`src/rtl/rtc_regif_pkg.sv`:
```
package rtc_regif_pkg;
  localparam int unsigned DATA_W   = 8;
  localparam int unsigned IDX_A    = 10;
  localparam int unsigned IDX_B    = 11;
  localparam int unsigned IDX_C    = 12;
  localparam int unsigned EN_LSB   = 4;
  localparam int unsigned FLAG_LSB = 4;
  localparam int unsigned REQ_BIT  = 7;

  // positions of each pin inside the synchroniser vector
  localparam int unsigned PIN_AS   = 0;
  localparam int unsigned PIN_RD   = 1;
  localparam int unsigned PIN_WR   = 2;
  localparam int unsigned PIN_CS   = 3;
  localparam int unsigned PIN_HOLD = 4;
  localparam int unsigned PIN_CNT  = 5;

  typedef logic [DATA_W-1:0] data_t;
endpackage

```
`src/rtl/rtc_strobe_sync.sv`:
```
module rtc_strobe_sync #(
  parameter int unsigned W      = 5,
  parameter int unsigned STAGES = 2,
  parameter logic [W-1:0] IDLE  = '1
) (
  input  logic         clk,
  input  logic         rst,
  input  logic [W-1:0] din,
  output logic [W-1:0] lvl,
  output logic [W-1:0] fall,
  output logic [W-1:0] rise
);
  initial begin
    if (STAGES < 2) $error("rtc_strobe_sync needs at least two stages");
  end

  for (genvar g = 0; g < W; g++) begin : g_bit
    logic [STAGES-1:0] shreg;
    logic              prev;

    always_ff @(posedge clk) begin
      if (rst) begin
        shreg <= {STAGES{IDLE[g]}};
        prev  <= IDLE[g];
      end else begin
        shreg <= {shreg[STAGES-2:0], din[g]};
        prev  <= shreg[STAGES-1];
      end
    end

    assign lvl[g]  = shreg[STAGES-1];
    assign fall[g] = prev & ~shreg[STAGES-1];
    assign rise[g] = ~prev & shreg[STAGES-1];
  end
endmodule

```
`src/rtl/rtc_regfile.sv`:
```
module rtc_regfile
  import rtc_regif_pkg::*;
#(
  parameter int unsigned ADDR_W = 4,
  parameter int unsigned NEVT   = 3
) (
  input  logic              clk,
  input  logic              rst,
  input  logic              hold,
  input  logic              wr_en,
  input  logic              rd_en,
  input  logic [ADDR_W-1:0] idx,
  input  data_t             wdata,
  input  logic [NEVT-1:0]   evt_set,
  output data_t             rdata,
  output logic [NEVT-1:0]   flags,
  output logic [NEVT-1:0]   enables
);
  localparam int unsigned NREG = 1 << ADDR_W;
  localparam logic [ADDR_W-1:0] IX_B = ADDR_W'(IDX_B);
  localparam logic [ADDR_W-1:0] IX_C = ADDR_W'(IDX_C);

  initial begin
    if (EN_LSB + NEVT > REQ_BIT || FLAG_LSB + NEVT > REQ_BIT)
      $error("rtc_regfile: event fields overlap the request bit");
  end

  data_t           mem [NREG];
  data_t           ctrl_b;
  logic [NEVT-1:0] flag_q;
  logic            sel_b, sel_c, any_req;
  data_t           c_val;

  assign sel_b   = (idx == IX_B);
  assign sel_c   = (idx == IX_C);
  assign enables = ctrl_b[EN_LSB +: NEVT];
  assign flags   = flag_q;
  assign any_req = |(flag_q & enables);

  // plain storage, no reset so it maps onto RAM
  always_ff @(posedge clk) begin
    if (wr_en && !sel_b && !sel_c) mem[idx] <= wdata;
  end

  always_ff @(posedge clk) begin
    if (rst) begin
      ctrl_b <= '0;
    end else if (hold) begin
      ctrl_b[EN_LSB +: NEVT] <= '0;
    end else if (wr_en && sel_b) begin
      ctrl_b <= wdata;
    end
  end

  // clearing read and new events resolve in the same edge
  always_ff @(posedge clk) begin
    if (rst || hold) begin
      flag_q <= '0;
    end else if (rd_en && sel_c) begin
      flag_q <= evt_set;
    end else begin
      flag_q <= flag_q | evt_set;
    end
  end

  always_comb begin
    c_val                    = '0;
    c_val[FLAG_LSB +: NEVT]  = flag_q;
    c_val[REQ_BIT]           = any_req;
    if (sel_c)      rdata = c_val;
    else if (sel_b) rdata = ctrl_b;
    else            rdata = mem[idx];
  end

  a_r3_store_written: assert property (@(posedge clk) disable iff (rst)
    (wr_en && !sel_b && !sel_c) |=> (mem[$past(idx)] == $past(wdata)));

  a_r7_read_clears: assert property (@(posedge clk) disable iff (rst)
    (rd_en && sel_c && !hold && (evt_set == '0)) |=> (flag_q == '0));

  a_r8_same_cycle_event_kept: assert property (@(posedge clk) disable iff (rst)
    (rd_en && sel_c && !hold && (evt_set != '0)) |=> (flag_q == $past(evt_set)));

  a_r9_hold_clears: assert property (@(posedge clk) disable iff (rst)
    hold |=> ((flag_q == '0) && (ctrl_b[EN_LSB +: NEVT] == '0)));
endmodule

```
`src/rtl/rtc_irq_ctrl.sv`:
```
module rtc_irq_ctrl #(
  parameter int unsigned NEVT = 3
) (
  input  logic            clk,
  input  logic            rst,
  input  logic            hold,
  input  logic [NEVT-1:0] flags,
  input  logic [NEVT-1:0] enables,
  output logic            irq_n,
  output logic            irq_oe
);
  logic req;
  assign req = |(flags & enables);

  always_ff @(posedge clk) begin
    if (rst) begin
      irq_oe <= 1'b0;
      irq_n  <= 1'b1;
    end else begin
      irq_oe <= req & ~hold;
      irq_n  <= ~(req & ~hold);
    end
  end

  a_r6_request_drives_pad: assert property (@(posedge clk) disable iff (rst)
    (req && !hold) |=> (irq_oe && !irq_n));

  a_r11_masked_flag_quiet: assert property (@(posedge clk) disable iff (rst)
    ((flags & enables) == '0) |=> (!irq_oe && irq_n));

  a_r9_hold_releases_irq: assert property (@(posedge clk) disable iff (rst)
    hold |=> !irq_oe);
endmodule

```
`src/rtl/rtc_bus_regif.sv`:
```
module rtc_bus_regif
  import rtc_regif_pkg::*;
#(
  parameter int unsigned ADDR_W      = 4,
  parameter int unsigned NEVT        = 3,
  parameter int unsigned SYNC_STAGES = 2
) (
  input  logic            clk,
  input  logic            rst,
  input  logic            hold_n,
  input  logic            as_i,
  input  logic            cs_n,
  input  logic            rd_n,
  input  logic            wr_n,
  input  logic [7:0]      ad_in,
  output logic [7:0]      ad_out,
  output logic            ad_oe,
  input  logic [NEVT-1:0] evt_set,
  output logic            irq_n,
  output logic            irq_oe
);
  logic [PIN_CNT-1:0] pins, p_lvl, p_fall, p_rise;
  logic               hold, cs_act, rd_go, wr_go;
  logic [ADDR_W-1:0]  addr_q;
  data_t              rdata;
  logic [NEVT-1:0]    flags, enables;

  always_comb begin
    pins           = '1;
    pins[PIN_AS]   = as_i;
    pins[PIN_RD]   = rd_n;
    pins[PIN_WR]   = wr_n;
    pins[PIN_CS]   = cs_n;
    pins[PIN_HOLD] = hold_n;
  end

  rtc_strobe_sync #(
    .W      (PIN_CNT),
    .STAGES (SYNC_STAGES),
    .IDLE   ('1)
  ) sync_i (
    .clk  (clk),
    .rst  (rst),
    .din  (pins),
    .lvl  (p_lvl),
    .fall (p_fall),
    .rise (p_rise)
  );

  assign hold   = ~p_lvl[PIN_HOLD];
  assign cs_act = ~p_lvl[PIN_CS];
  assign rd_go  = p_fall[PIN_RD] & cs_act & ~hold;
  assign wr_go  = p_rise[PIN_WR] & cs_act & ~hold;

  // index capture does not look at chip select
  always_ff @(posedge clk) begin
    if (rst) addr_q <= '0;
    else if (p_fall[PIN_AS] && !hold) addr_q <= ad_in[ADDR_W-1:0];
  end

  always_ff @(posedge clk) begin
    if (rst) begin
      ad_out <= '0;
      ad_oe  <= 1'b0;
    end else if (hold) begin
      ad_oe  <= 1'b0;
    end else if (rd_go) begin
      ad_out <= rdata;
      ad_oe  <= 1'b1;
    end else if (p_rise[PIN_RD]) begin
      ad_oe  <= 1'b0;
    end
  end

  rtc_regfile #(
    .ADDR_W (ADDR_W),
    .NEVT   (NEVT)
  ) regs_i (
    .clk     (clk),
    .rst     (rst),
    .hold    (hold),
    .wr_en   (wr_go),
    .rd_en   (rd_go),
    .idx     (addr_q),
    .wdata   (ad_in),
    .evt_set (evt_set),
    .rdata   (rdata),
    .flags   (flags),
    .enables (enables)
  );

  rtc_irq_ctrl #(
    .NEVT (NEVT)
  ) irq_i (
    .clk     (clk),
    .rst     (rst),
    .hold    (hold),
    .flags   (flags),
    .enables (enables),
    .irq_n   (irq_n),
    .irq_oe  (irq_oe)
  );

  a_r2_oe_only_after_read: assert property (@(posedge clk) disable iff (rst)
    $rose(ad_oe) |-> $past(rd_go));

  a_r4_deselected_no_drive: assert property (@(posedge clk) disable iff (rst)
    (p_fall[PIN_RD] && !cs_act && !ad_oe) |=> !ad_oe);
endmodule

```
`config.mk`:
```
export PLATFORM = sky130hd
export DESIGN_NAME = rtc_bus_regif
export DESIGN_NICKNAME = d
export VERILOG_FILES = /design/src/rtl/rtc_regif_pkg.sv /design/src/rtl/rtc_strobe_sync.sv /design/src/rtl/rtc_regfile.sv /design/src/rtl/rtc_irq_ctrl.sv /design/src/rtl/rtc_bus_regif.sv
export SDC_FILE = /design/constraint.sdc
export NUM_CORES = 1
export LEC_CHECK = 0
export ABC_AREA = 1
export BUFFER_PORTS_ARGS = -buffer_cell sky130_fd_sc_hd__buf_2
export CAP_MARGIN = 0
export CORE_ASPECT_RATIO = 0.7
export CORE_MARGIN = 2
export CORE_UTILIZATION = 65
export CTS_CLUSTER_DIAMETER = 120
export CTS_CLUSTER_SIZE = 12
export DETAILED_ROUTE_END_ITERATION = 10
export PLACE_DENSITY_LB_ADDON = 0.25
export SYNTH_ARGS = -nofsm -noshare
export SYNTH_HDL_FRONTEND = slang
export SYNTH_HIERARCHICAL = 1
export SYNTH_SLANG_ARGS = --single-unit
```
`constraint.sdc`:
```
create_clock -name clk -period 6.6 [get_ports clk]
set_input_delay 0.33 -clock clk [delete_from_list [all_inputs] [get_ports clk]]
set_output_delay 0.33 -clock clk [all_outputs]
set_load 0.02 [all_outputs]
```
# ---- After elaboration in Yosys (flattened, before gate mapping)
# Memory sizes are Yosys's and may differ from the RTL's. A register that Yosys moved wholly into a read port is not among the register bits.
# Cells that the tools add are included.
dict set report totals {
  regBits 39
  mem_bits_rw 128
  inputBits 18
  n_memories 1
  elab_cells 59
}
# name depth word_bits rd rd_clocked_by_memory_dff write_ports line
set memory_table {}
lappend memory_table {regs_i.mem 16 8 1 1 1 rtc_regfile.sv:28} ;# data_t mem [NREG];
dict set report classes {
  mux 9
  eq_ne 2
  reduce_logical 13
  bitwise 18
}
# operator n
set ops {}
lappend ops {{$mux W8} 2}
lappend ops {{$and A1 B1 Y1} 9}
lappend ops {{$eq A4 B4 Y1 const B} 2}
lappend ops {{$mux W4} 2}
lappend ops {{$not A1 Y1} 7}
lappend ops {{$logic_and A1 B1 Y1} 5}
lappend ops {{$mux W1} 4}
lappend ops {{$reduce_and A2 Y1} 2}
lappend ops {{$and A3 B3 Y3} 1}
lappend ops {{$mux W3} 1}
lappend ops {{$or A3 B3 Y3} 1}
lappend ops {{$reduce_or A3 Y1} 1}
lappend ops {{$logic_not A1 Y1} 2}
lappend ops {{$reduce_bool A2 Y1} 1}
lappend ops {{$reduce_or A2 Y1} 1}
lappend ops {{$logic_or A1 B1 Y1} 1}

# ---- Depth between registers and ports, before layout
# Gate-level depths: netlist of the first run.
dict set report depth {
  depth_word 8
  ltp_mapped 15
}

# ---- Hierarchy
# Netlist of the first run, hierarchy kept.
# module n_inst area_each_um2 cells_each
set modules_own_cells {}
lappend modules_own_cells {rtc_regfile 1 5532.8 518}
lappend modules_own_cells {rtc_bus_regif 1 544.3 80}
lappend modules_own_cells {rtc_strobe_sync 1 521.8 67}
lappend modules_own_cells {rtc_irq_ctrl 1 80.1 9}

# ---- Worst setup path before layout of the first run
# OpenSTA, ideal clock, no wires.
dict set report synth_path {
  path_type {register to register}
  from {register sync_i.g_bit[3].shreg[1]}
  to {memory regs_i/mem[15][0] in the netlist's numbering (enable)}
  arrival_time_ps 1701
  required_time_ps 6205
  period_less_slack_ps 2095
  path_slack_ps 4505
  stages_incl_launch_ff 7
  cell_sequence {dfxtp_1 > buf_4 > inv_1 > nand2_1 > nor2_1 > nand2_1 > nor4_1}
}
dict set report synth_between {
  elab_chain_len 7
}
# element line
set synth_rtl {}
lappend synth_rtl {{start: declaration} rtc_strobe_sync.sv:18} ;# logic [STAGES-1:0] shreg;
lappend synth_rtl {{start signal: assignment} rtc_strobe_sync.sv:23} ;# shreg <= {STAGES{IDLE[g]}};
lappend synth_rtl {{start signal: assignment} rtc_strobe_sync.sv:26} ;# shreg <= {shreg[STAGES-2:0], din[g]};
lappend synth_rtl {{$not A1 Y1} --}
lappend synth_rtl {{$and A1 B1 Y1 (2 in series)} rtc_bus_regif.sv:53} ;# assign wr_go = p_rise[PIN_WR] & cs_act & ~hold;
lappend synth_rtl {{net wr_go} rtc_bus_regif.sv:23} ;# logic hold, cs_act, rd_go, wr_go;
lappend synth_rtl {{$logic_and A1 B1 Y1 (2 in series)} rtc_regfile.sv:42} ;# if (wr_en && !sel_b && !sel_c) mem[idx] <= wdata;
lappend synth_rtl {{$mux W1} rtc_regfile.sv:42}
lappend synth_rtl {{$mux W1 (not written as such)} rtc_regfile.sv:42}
lappend synth_rtl {{end: declaration} rtc_regfile.sv:28}
# The timed path passes the listed nets, and every way through them passes these cells.

# ---- Worst setup path in the final report of the first run
dict set report layout_path {
  from {register addr_q[1]}
  to {memory regs_i/mem[6][4] in the netlist's numbering (enable)}
}
dict set report layout_between {
  elab_chain_len 6
}
# element line
set layout_rtl {}
lappend layout_rtl {{start: declaration} rtc_bus_regif.sv:24} ;# logic [ADDR_W-1:0] addr_q;
lappend layout_rtl {{start signal: assignment} rtc_bus_regif.sv:58} ;# else if (p_fall[PIN_AS] && !hold) addr_q <= ad_in[ADDR_W-1:0];
lappend layout_rtl {{$eq A4 B4 Y1} rtc_regfile.sv:34} ;# assign sel_b = (idx == IX_B);
lappend layout_rtl {{$logic_not A1 Y1} rtc_regfile.sv:42}
lappend layout_rtl {{$logic_and A1 B1 Y1 (2 in series)} rtc_regfile.sv:42}
lappend layout_rtl {{$mux W1} rtc_regfile.sv:42}
lappend layout_rtl {{$mux W1 (not written as such)} rtc_regfile.sv:42}
# Several ways; a longest one is shown, not always the timed one.

==> results.md, run 1 <==
* Status: finished, final reports clean
* Top Ports at 29
* Min Tclk post-route at ~3000 ps
* Overflow after GRT at 0
* Hold Path Class: in2reg
* Port bufs at 28
* Initial antenna violation count at 0
* Placer Congestion at just over 0.9
* CTS tree: yes
* Row cnt at 30
* Setup-failing EPs final at 0
* Max Slew Vio Count at 0
* Crit start category: register
* Non-Filler Instances at between 800 and 900
* Period Utilization, post-route at 0.4526
* Worst setup path class: reg2reg
* Avg Cell Area, Syn at roughly 10 um^2
* Vias in the first global route at ~4500
* Total GRT Usage at 0.2930
* Drt total wl at between 10000 and 15000 um
* Power Density at between 300 and 400 nW/um^2
* Vias at 4729
* Normalized max-slew margin at 0.4231
* Chip Height at a little under 90 um
* Mapped Cells at ~660
* Post-CTS Repair Setup Buffers at 0
* Max Fclk at between 0.3 and 0.4 GHz
* CTS H-tree depth at 4
* Number of diodes at 0
* RSZ-0062 raised after global routing: no
* Area grow syn2layout at 11.53%
* Hpwl dp at ~9400 um
* Pre-CTS setup slack at approximately 3700 ps
* Via-per-instance ratio at approximately 5.7
* CP endpoint kind: register
* Lkg Pwr at about 3.1 nW
* Antenna Nets Post-Route at 0
* NumNets Final at about 710
* DR iter-0 viols at 690
* Synth Warn # at 6
* Placed Instance Area at 6731 um^2
* Final clock skew at between 15 and 20 ps
* CP arrival at roughly 3000 ps
* CTS sink cnt at between 150 and 200
* Largest net degree at the start of global routing at 37
* DR pass1 iterations at 5
* Slowest cell delay on critical path at between 800 and 900 ps
* Setup tns final at 0 ps
* DIE AREA at 10940 um^2
* Worst Slack Setup Final at 3613 ps
* Post_cts resized at 0
* CP Data Required Time at approximately 6700 ps
* Max FO, Critical Path at 23
* CP Cell Sequence: inv_2 -> nor2_4 -> nand2_1 -> nor2_1
* WL/cell at approximately 18 um
* Layout cells sized above 1 at 0.1241
* Hold Slack at ~66 ps
* Clk_lat worst skew at ~430 ps
* Most common cell after layout, fill and taps aside: nand2_1
* Global-route wire length before repair at 22870 um
* Die W at ~120 um
* Most frequent cells in the layout: 270 x nand2_1, 121 x edfxtp_1, 64 x nor2_1
* Total placed cells including tap cells at around 800
* Netlist Area Pre-Place at approximately 6600 um^2
* Clock Path Buffers at 2
* Hold-fix buffers, CTS at 0
* Clock slew at reported path FFs at roughly 70 ps
* Worst slew pin tran at approximately 860 ps
* Core Region at between 9000 and 10000 um^2
* Peak supply drop at 0.0002044 V
* CTS buffer count at 17
* Starting Density at 0.6729
* Layout filler cell count at roughly 670
* Final instance area at 7325 um^2
* Util after Layout at 0.7505
* Fin. Hold Viols at 0
* Power Total at approximately 2.2 mW
* Clk root buf: clkbuf_16
* CP max-delay cell: dfxtp_1
* # DRC at 0
* MaxCap Viol Count at 0
==> final cells by class <==
class / count / area (um^2) / area share
well taps: 128 / 160.2 / 0.02187
flip-flops and latches: 160 / 4414 / 0.6027
repair buffers: 30 / 155.1 / 0.02118
multi-input cells: 434 / 1833 / 0.2503
clock buffers: 18 / 430.4 / 0.05876
clock inverters: 14 / 162.7 / 0.02221
inverters: 45 / 168.9 / 0.02306
==> sequential cells by signal (all words and copies together), names as in the netlist <==
| signal | count |
|---|---|
| regs_i/ctrl_b | 8 |
| ad_out | 8 |
| regs_i/flags | 3 |
| sync_i/g_bit.shreg | 10 |
| ad_oe | 1 |
| regs_i/mem | 121 |
| irq_i/irq_oe | 1 |
| addr_q | 4 |
| sync_i/g_bit.prev | 3 |
| irq_i/irq_n | 1 |
==> critical path, delay by kind of cell (launching register included) <==
family | cells | cell delay [ps]
flip-flops | 1 | 890
AND/OR/NAND/NOR | 3 | 1340
buffers and inverters | 1 | 370
==> path summary, 6_finish.rpt <==
path	to	depth (start not counted)	from	slack (ps)
setup reg to reg	regs_i/mem[6][4]	4	addr_q[1]	3610
hold / removal	sync_i/g_bit[0].shreg[0]	3	as_i	70
setup / recovery	regs_i/mem[6][4]	4	addr_q[1]	3610
hold reg to reg	sync_i/g_bit[1].shreg[1]	2	sync_i/g_bit[1].shreg[0]	410
==> report_power, final <==
group	switching, mW	internal, mW
clock	0.424	0.572
sequential	0.00796	1.09
combinational	0.0801	0.0280
==> metal layers <==
metal,global-route usage,part of all wire,vias to the layer above
met5,0,0,-
met4,0.1318,0.022,0
met3,0.05924,0.088,38
met2,0.4521,0.46,265
met1,0.4089,0.43,2242
li1,-,-,2184
No activity file was read; power rests on OpenSTA's default activity.
==> run 2, diff against run 1 <==
CORE_UTILIZATION = 61   (was 65)
clock period = 2.8 ns   (was 6.6 ns; I/O delays follow)
==> run 2 against run 1 <==
Against the previous run:
- maximum frequency grew 26%
- flip-flop and latch count is the same
- clock power grew 150%
- utilization shrank 2.5 points
- final area grew 3.0%
- first-iteration DRC count shrank 22%
- power grew 140%
- via count grew 0.53%
- clock skew shrank 6.1 ps
- sequential share of layout area shrank 1.8 points
- global-route usage shrank 1.3 points
==> results.md, run 2 (synthesis results as in run 1) <==
* Max FFs per register at 121 (unchanged)
* Clk_lat worst skew at 430 ps (about the same)
* Max Slew Vio Count at 0 (unchanged)
* CTS tree: yes (unchanged)
* CP Cell Sequence: nor2_4 -> nand2_2 -> inv_2 -> nor2_2 -> nand2_1 -> nor2_1 (was inv_2 -> nor2_4 -> nand2_1 -> nor2_1)
* Initial antenna violation count at 0 (unchanged)
* Chip Height at 90.82 um (was 88.10 um)
* Vias in the first global route at 4541 (was 4519)
* DR iter-0 viols at 537 (was 690)
* Period Utilization, post-route at 0.8493 (was 0.4526)
* Slowest cell delay on critical path at 710 ps (was 890 ps)
* Clock slew at reported path FFs at 70 ps (about the same)
* Peak supply drop at 0.0006557 V (was 0.0002044 V)
* Status: finished, final reports clean (unchanged)
* Max Fclk at 0.4205 GHz (was 0.3348 GHz)
* Starting Density at 0.6318 (was 0.6729)
* Final clock skew at 9.523 ps (was 15.58 ps)
* Port bufs at 28 (unchanged)
* CTS sink cnt at 160 (unchanged)
* Normalized max-slew margin at 0.4910 (was 0.4231)
* Most common cell after layout, fill and taps aside: nand2_1 (unchanged)
* CTS H-tree depth at 4 (unchanged)
* Largest net degree at the start of global routing at 32 (was 37)
* DIE AREA at 11630 um^2 (was 10940 um^2)
* Placer Congestion at 0.9615 (was 0.9070)
* Hold Slack at 26.10 ps (was 66.48 ps)
* CTS buffer count at 17 (unchanged)
* Via-per-instance ratio at 5.580 (was 5.704)
* Layout filler cell count at 713 (was 666)
* Lkg Pwr at 3.245 nW (was 3.138 nW)
* Crit start category: register (unchanged)
* Hpwl dp at 9825 um (was 9375 um)
* Die W at 128.0 um (was 124.1 um)
* Top Registers: regs_i/mem: 121 flops, sync_i/g_bit.shreg: 10 flops (unchanged)
* Hold Path Class: in2reg (unchanged)
* WL/cell at 17.86 um (was 17.57 um)
* Util after Layout at 0.7258 (was 0.7505)
* Power Density at 707.1 nW/um^2 (was 300.9 nW/um^2)
* Clk root buf: clkbuf_16 (unchanged)
* Max FO, Critical Path at 13 (was 23)
* Post_cts resized at 0 (unchanged)
* Vias at 4754 (was 4729)
* Antenna Nets Post-Route at 0 (unchanged)
* Worst setup path class: reg2reg (unchanged)
* Top Ports at 29 (unchanged)
* NumNets Final at 725 (was 706)
* Fin. Hold Viols at 0 (unchanged)
* Setup tns final at 0 ps (unchanged)
* Setup-failing EPs final at 0 (unchanged)
* Min Tclk post-route at 2378 ps (was 2987 ps)
* CP max-delay cell: dfxtp_1 (unchanged)
* CP endpoint kind: register (unchanged)
* RSZ-0062 raised after global routing: no (unchanged)
* Register bank with the most flops: regs_i/mem (unchanged)
* Post-CTS Repair Setup Buffers at 0 (unchanged)
* Row cnt at 31 (was 30)
* Number of diodes at 0 (unchanged)
* Area grow syn2layout at 14.88% (was 11.53%)
* Drt total wl at 15220 um (was 14570 um)
* Overflow after GRT at 0 (unchanged)
* Layout cells sized above 1 at 0.1361 (was 0.1241)
* Clock Path Buffers at 2 (unchanged)
* Most frequent cells in the layout: 270 x nand2_1, 121 x edfxtp_1, 64 x nor2_1 (unchanged)
* DR pass1 iterations at 8 (was 5)
* Global-route wire length before repair at 23830 um (was 22870 um)
* Total GRT Usage at 0.2801 (was 0.2930)
* # DRC at 0 (unchanged)
* MaxCap Viol Count at 0 (unchanged)
* CP Data Required Time at 2860 ps (was 6650 ps)
* Total placed cells including tap cells at 812 (was 797)
* Worst slew pin tran at 760.7 ps (was 862.2 ps)
* Non-Filler Instances at 852 (was 829)
* CP arrival at 2430 ps (was 3040 ps)
* Core Region at 10400 um^2 (was 9759 um^2)
[run 2: cell count changes in the layout (fill, tap and decap cells not counted), sizes merged]
cell	delta
buf	+11
dlygate4sd3	+8
inv	-5
clkbuf	+4
bufinv	-1
clkinv	+1
clkinvlp	+1
[run 2: cell type report]
| type | instances | area, um^2 | share of cell area |
|---|---|---|---|
| clock buffers | 22 | 539.3 | 0.07148 |
| clock inverters | 10 | 106.4 | 0.01410 |
| inverters | 45 | 168.9 | 0.02239 |
| multi-input cells | 434 | 1833 | 0.2430 |
| flip-flops and latches | 160 | 4414 | 0.5851 |
| well taps | 132 | 165.2 | 0.02189 |
| repair buffers | 49 | 317.8 | 0.04212 |
[run 2: worst max-delay path: cells and delay by family (launching register included)]
| kind | cells | cell delay [ps] |
|---|---|---|
| AND/OR/NAND/NOR | 5 | 1190 |
| flip-flops | 1 | 710 |
| buffers and inverters | 1 | 100 |
[run 2: routing by layer]
metal / track usage / part of all wire / vias to the layer above
li1: - / - / 2217
met3: 0.08649 / 0.092 / 36
met5: 0 / 0 / -
met4: 0.06960 / 0.017 / 0
met2: 0.4358 / 0.45 / 255
met1: 0.3890 / 0.44 / 2246
[run 2: metrics by stage]
stage          worst slack, ps  cell area [um^2]  power, mW
2_1_floorplan            732.2              6598      2.801
3_3_place_gp             609.7              6819      2.899
3_5_place_dp             538.4              6819      2.904
4_1_cts                  485.2              7545      5.350
5_1_grt                  329.8              7545      5.488
6_report                 421.9              7545      5.335
[run 2: timing repair]
action	CTS	global route
endpoints found under the setup margin	0	0
hold endpoints to repair	8	0
hold buffers	8	0
[run 2: path summary, 6_finish.rpt]
path / from / to / slack (ps) / cells after the start
max: addr_q[1] / regs_i/mem[14][4] / 420 / 6
min: rst / regs_i/ctrl_b[0] / 30 / 2
max reg2reg: addr_q[1] / regs_i/mem[14][4] / 420 / 6
min reg2reg: sync_i/g_bit[0].shreg[0] / sync_i/g_bit[0].shreg[1] / 420 / 2
[run 2: power breakdown]
| group | switching (mW) | internal [mW] |
|---|---|---|
| registers | 0.0220 | 2.57 |
| logic | 0.195 | 0.0802 |
| clock network | 0.981 | 1.48 |
==> run 3, diff against run 2 <==
ABC_AREA = 0   (was 1)
CORE_UTILIZATION = 55   (was 61)
clock period = 2 ns   (was 2.8 ns; I/O delays follow)
==> run 3 against run 2 <==
Against the previous run:
- sequential power up 37%
- final area about the same
- clock power up 21%
- via count down 18%
- clock-buffer cell count down 4
- maximum frequency up 25%
- non-clock buffer count up 30
- routed wire length down 7.9%
- worst hold slack better by 48 ps
- sequential share of layout area down 1.2 points
- clock skew down 1.0 ps
- largest cell class unchanged
==> results.md, run 3 <==
* Register bank with the most flops: regs_i/mem (unchanged)
* Initial antenna violation count at 0 (unchanged)
* Synth Warn # at 6 (unchanged)
* Hold Path Class: in2reg (unchanged)
* Layout filler cell count at 773 (was 713)
* Switching power at 1.455 mW (was 1.198 mW)
* Reg2reg end: ad_out[7] (was regs_i/mem[14][4])
* CTS buffer count at 17 (unchanged)
* Logic pwr share at 0.042 (was 0.052)
* CP Data Required Time at 2300 ps (was 2860 ps)
* Port bufs at 28 (unchanged)
* Max FO, Critical Path at 9 (was 13)
* Status: finished, final reports clean (unchanged)
* Period Utilization, post-route at 0.9499 (was 0.8493)
* Overflow after GRT at 0 (unchanged)
* Crit path launch: addr_q[0] (was addr_q[1])
* Placer Congestion at 0.8273 (was 0.9615)
* Lkg Pwr at 2.587 nW (was 3.245 nW)
* Hpwl dp at 9146 um (was 9825 um)
* Antenna Nets Post-Route at 0 (unchanged)
* Max Fclk at 0.5264 GHz (was 0.4205 GHz)
* Power Density at 902.0 nW/um^2 (was 707.1 nW/um^2)
* CTS tree: yes (unchanged)
* Top Ports at 29 (unchanged)
* Vias at 3911 (was 4754)
* Area grow syn2layout at 17.51% (was 14.88%)
* Internal power at 5.353 mW (was 4.137 mW)
* Number of diodes at 0 (unchanged)
* Normalized max-slew margin at 0.5344 (was 0.4910)
* Top Registers: regs_i/mem: 118 flops, sync_i/g_bit.shreg: 10 flops (was regs_i/mem: 121 flops, sync_i/g_bit.shreg: 10 flops)
* End point of the critical path: ad_out[7] (was regs_i/mem[14][4])
* Drt total wl at 14020 um (was 15220 um)
* Total GRT Usage at 0.2399 (was 0.2801)
* Die W at 133.2 um (was 128.0 um)
* WL/cell at 21.05 um (was 17.86 um)
* # DRC at 0 (unchanged)
* CTS H-tree depth at 4 (unchanged)
* FF-to-FF Start: addr_q[0] (was addr_q[1])
* Via-per-instance ratio at 5.872 (was 5.580)
* NumNets Final at 519 (was 725)
* Fin. Hold Viols at 0 (unchanged)
* Switching share of total power at 0.2137 (was 0.2245)
* Chip Height at 94.42 um (was 90.82 um)
* Final clock skew at 8.524 ps (was 9.523 ps)
* Setup tns final at 0 ps (unchanged)
* Setup-failing EPs final at 0 (unchanged)
* Core Region at 11210 um^2 (was 10400 um^2)
* Worst setup path class: reg2reg (unchanged)
* Max Slew Vio Count at 0 (unchanged)
* Clk root buf: clkbuf_16 (unchanged)
* DR iter-0 viols at 483 (was 537)
* CTS sink cnt at 157 (was 160)
* Clock group share of total power at 0.437 (was 0.462)
* Netlist Area Pre-Place at 6424 um^2 (was 6568 um^2)
* CP arrival at 2200 ps (was 2430 ps)
* Row cnt at 32 (was 31)
* Mapped Cells at 428 (was 656)
* Layout cells sized above 1 at 0.2339 (was 0.1361)
* Most common cell after layout, fill and taps aside: edfxtp_1 (was nand2_1)
* Avg Cell Area, Syn at 15.01 um^2 (was 10.01 um^2)
* Starting Density at 0.5730 (was 0.6318)
* Peak supply drop at 0.0007601 V (was 0.0006557 V)
* Min Tclk post-route at 1900 ps (was 2378 ps)
* CP endpoint kind: register (unchanged)
* Crit start category: register (unchanged)
* Sequential share of power at 0.521 (was 0.487)
* Vias in the first global route at 3764 (was 4541)
* Worst slew pin tran at 698.5 ps (was 760.7 ps)
* DR pass1 iterations at 5 (was 8)
* Clk_lat worst skew at 420 ps (was 430 ps)
* Most frequent cells in the layout: 118 x edfxtp_1, 40 x buf_4, 37 x mux2i_1, 37 x dfxtp_1, 28 x buf_2 (was 270 x nand2_1, 121 x edfxtp_1, 64 x nor2_1)
* Clock slew at reported path FFs at 60 ps (was 70 ps)
* Pre-CTS setup slack at -104.5 ps (was 538.4 ps)
* Global-route wire length before repair at 21680 um (was 23830 um)
* Worst Slack Setup Final at 100.2 ps (was 421.9 ps)
* Register-to-register setup slack at 100 ps (was 420 ps)
* Largest net degree at the start of global routing at 48 (was 32)
* DIE AREA at 12570 um^2 (was 11630 um^2)
* Util after Layout at 0.6733 (was 0.7258)
* MaxCap Viol Count at 0 (unchanged)
* Cell depth of the worst flop-to-flop path at 6 (unchanged)
* Clock Path Buffers at 2 (unchanged)
* Max FFs per register at 118 (was 121)
==> run 3: layout make-up <==
class / instances / area (um^2) / area share
Clock buffer: 18 / 429.2 / 0.05685
Clock inverter: 13 / 115.1 / 0.01525
Inverter: 10 / 37.54 / 0.004973
Multi-Input combinational cell: 236 / 1874 / 0.2483
Sequential cell: 157 / 4329 / 0.5735
Tap cell: 153 / 191.4 / 0.02536
Timing Repair Buffer: 79 / 571.8 / 0.07575
==> run 3: power groups by stage <==
stage / Combinational, mW / Clock (mW) / Sequential (mW)
2_1_floorplan: 0.155 / 0 / 3.61
3_3_place_gp: 0.259 / 0 / 3.62
3_5_place_dp: 0.264 / 0 / 3.62
4_1_cts: 0.277 / 3.00 / 3.55
5_1_grt: 0.310 / 3.15 / 3.55
6_report: 0.288 / 2.97 / 3.55
==> run 3: layer usage <==
metal,up-vias,wire length [um],track usage
met5,-,0,0
met4,0,329,0.1020
met3,32,1150,0.06280
met2,164,6187,0.3558
met1,1943,6351,0.3406
li1,1772,-,-
==> run 3: critical path, stage by stage (launching register included) <==
cell	delay, ps
dfxtp_4	430
buf_4	160
mux4_2	520
o2111ai_1	300
o221ai_1	180
nand2b_1	100
mux2i_1	70
==> run 3: stage by stage <==
stage,cells,hold slack [ps],cell area [um^2],power (mW)
final,666,73.90,7548,6.808
after global placement,623,278.6,6880,3.875
after floorplan,433,176.8,6442,3.764
after detailed placement,623,281.1,6880,3.882
after global routing,666,76.18,7548,7.010
after CTS,662,66.71,7512,6.824
==> run 3: timing repair <==
action	CTS	global route
hold buffers	8	0
gates resized for setup	3	4
setup buffers	0	4
hold endpoints to repair	8	0
setup endpoints to repair	3	81
==> run 3: worst min-delay path by stage <==
stage,start,end,cells past startpoint
global route,ad_in[4],regs_i/mem[1][4],1
floorplan,rst,regs_i/flags[2],1
finish,ad_in[4],regs_i/mem[1][4],1
global placement,wr_n,sync_i/g_bit[2].shreg[0],2
detailed placement,hold_n,sync_i/g_bit[4].shreg[0],2
CTS,ad_in[4],regs_i/mem[1][4],1
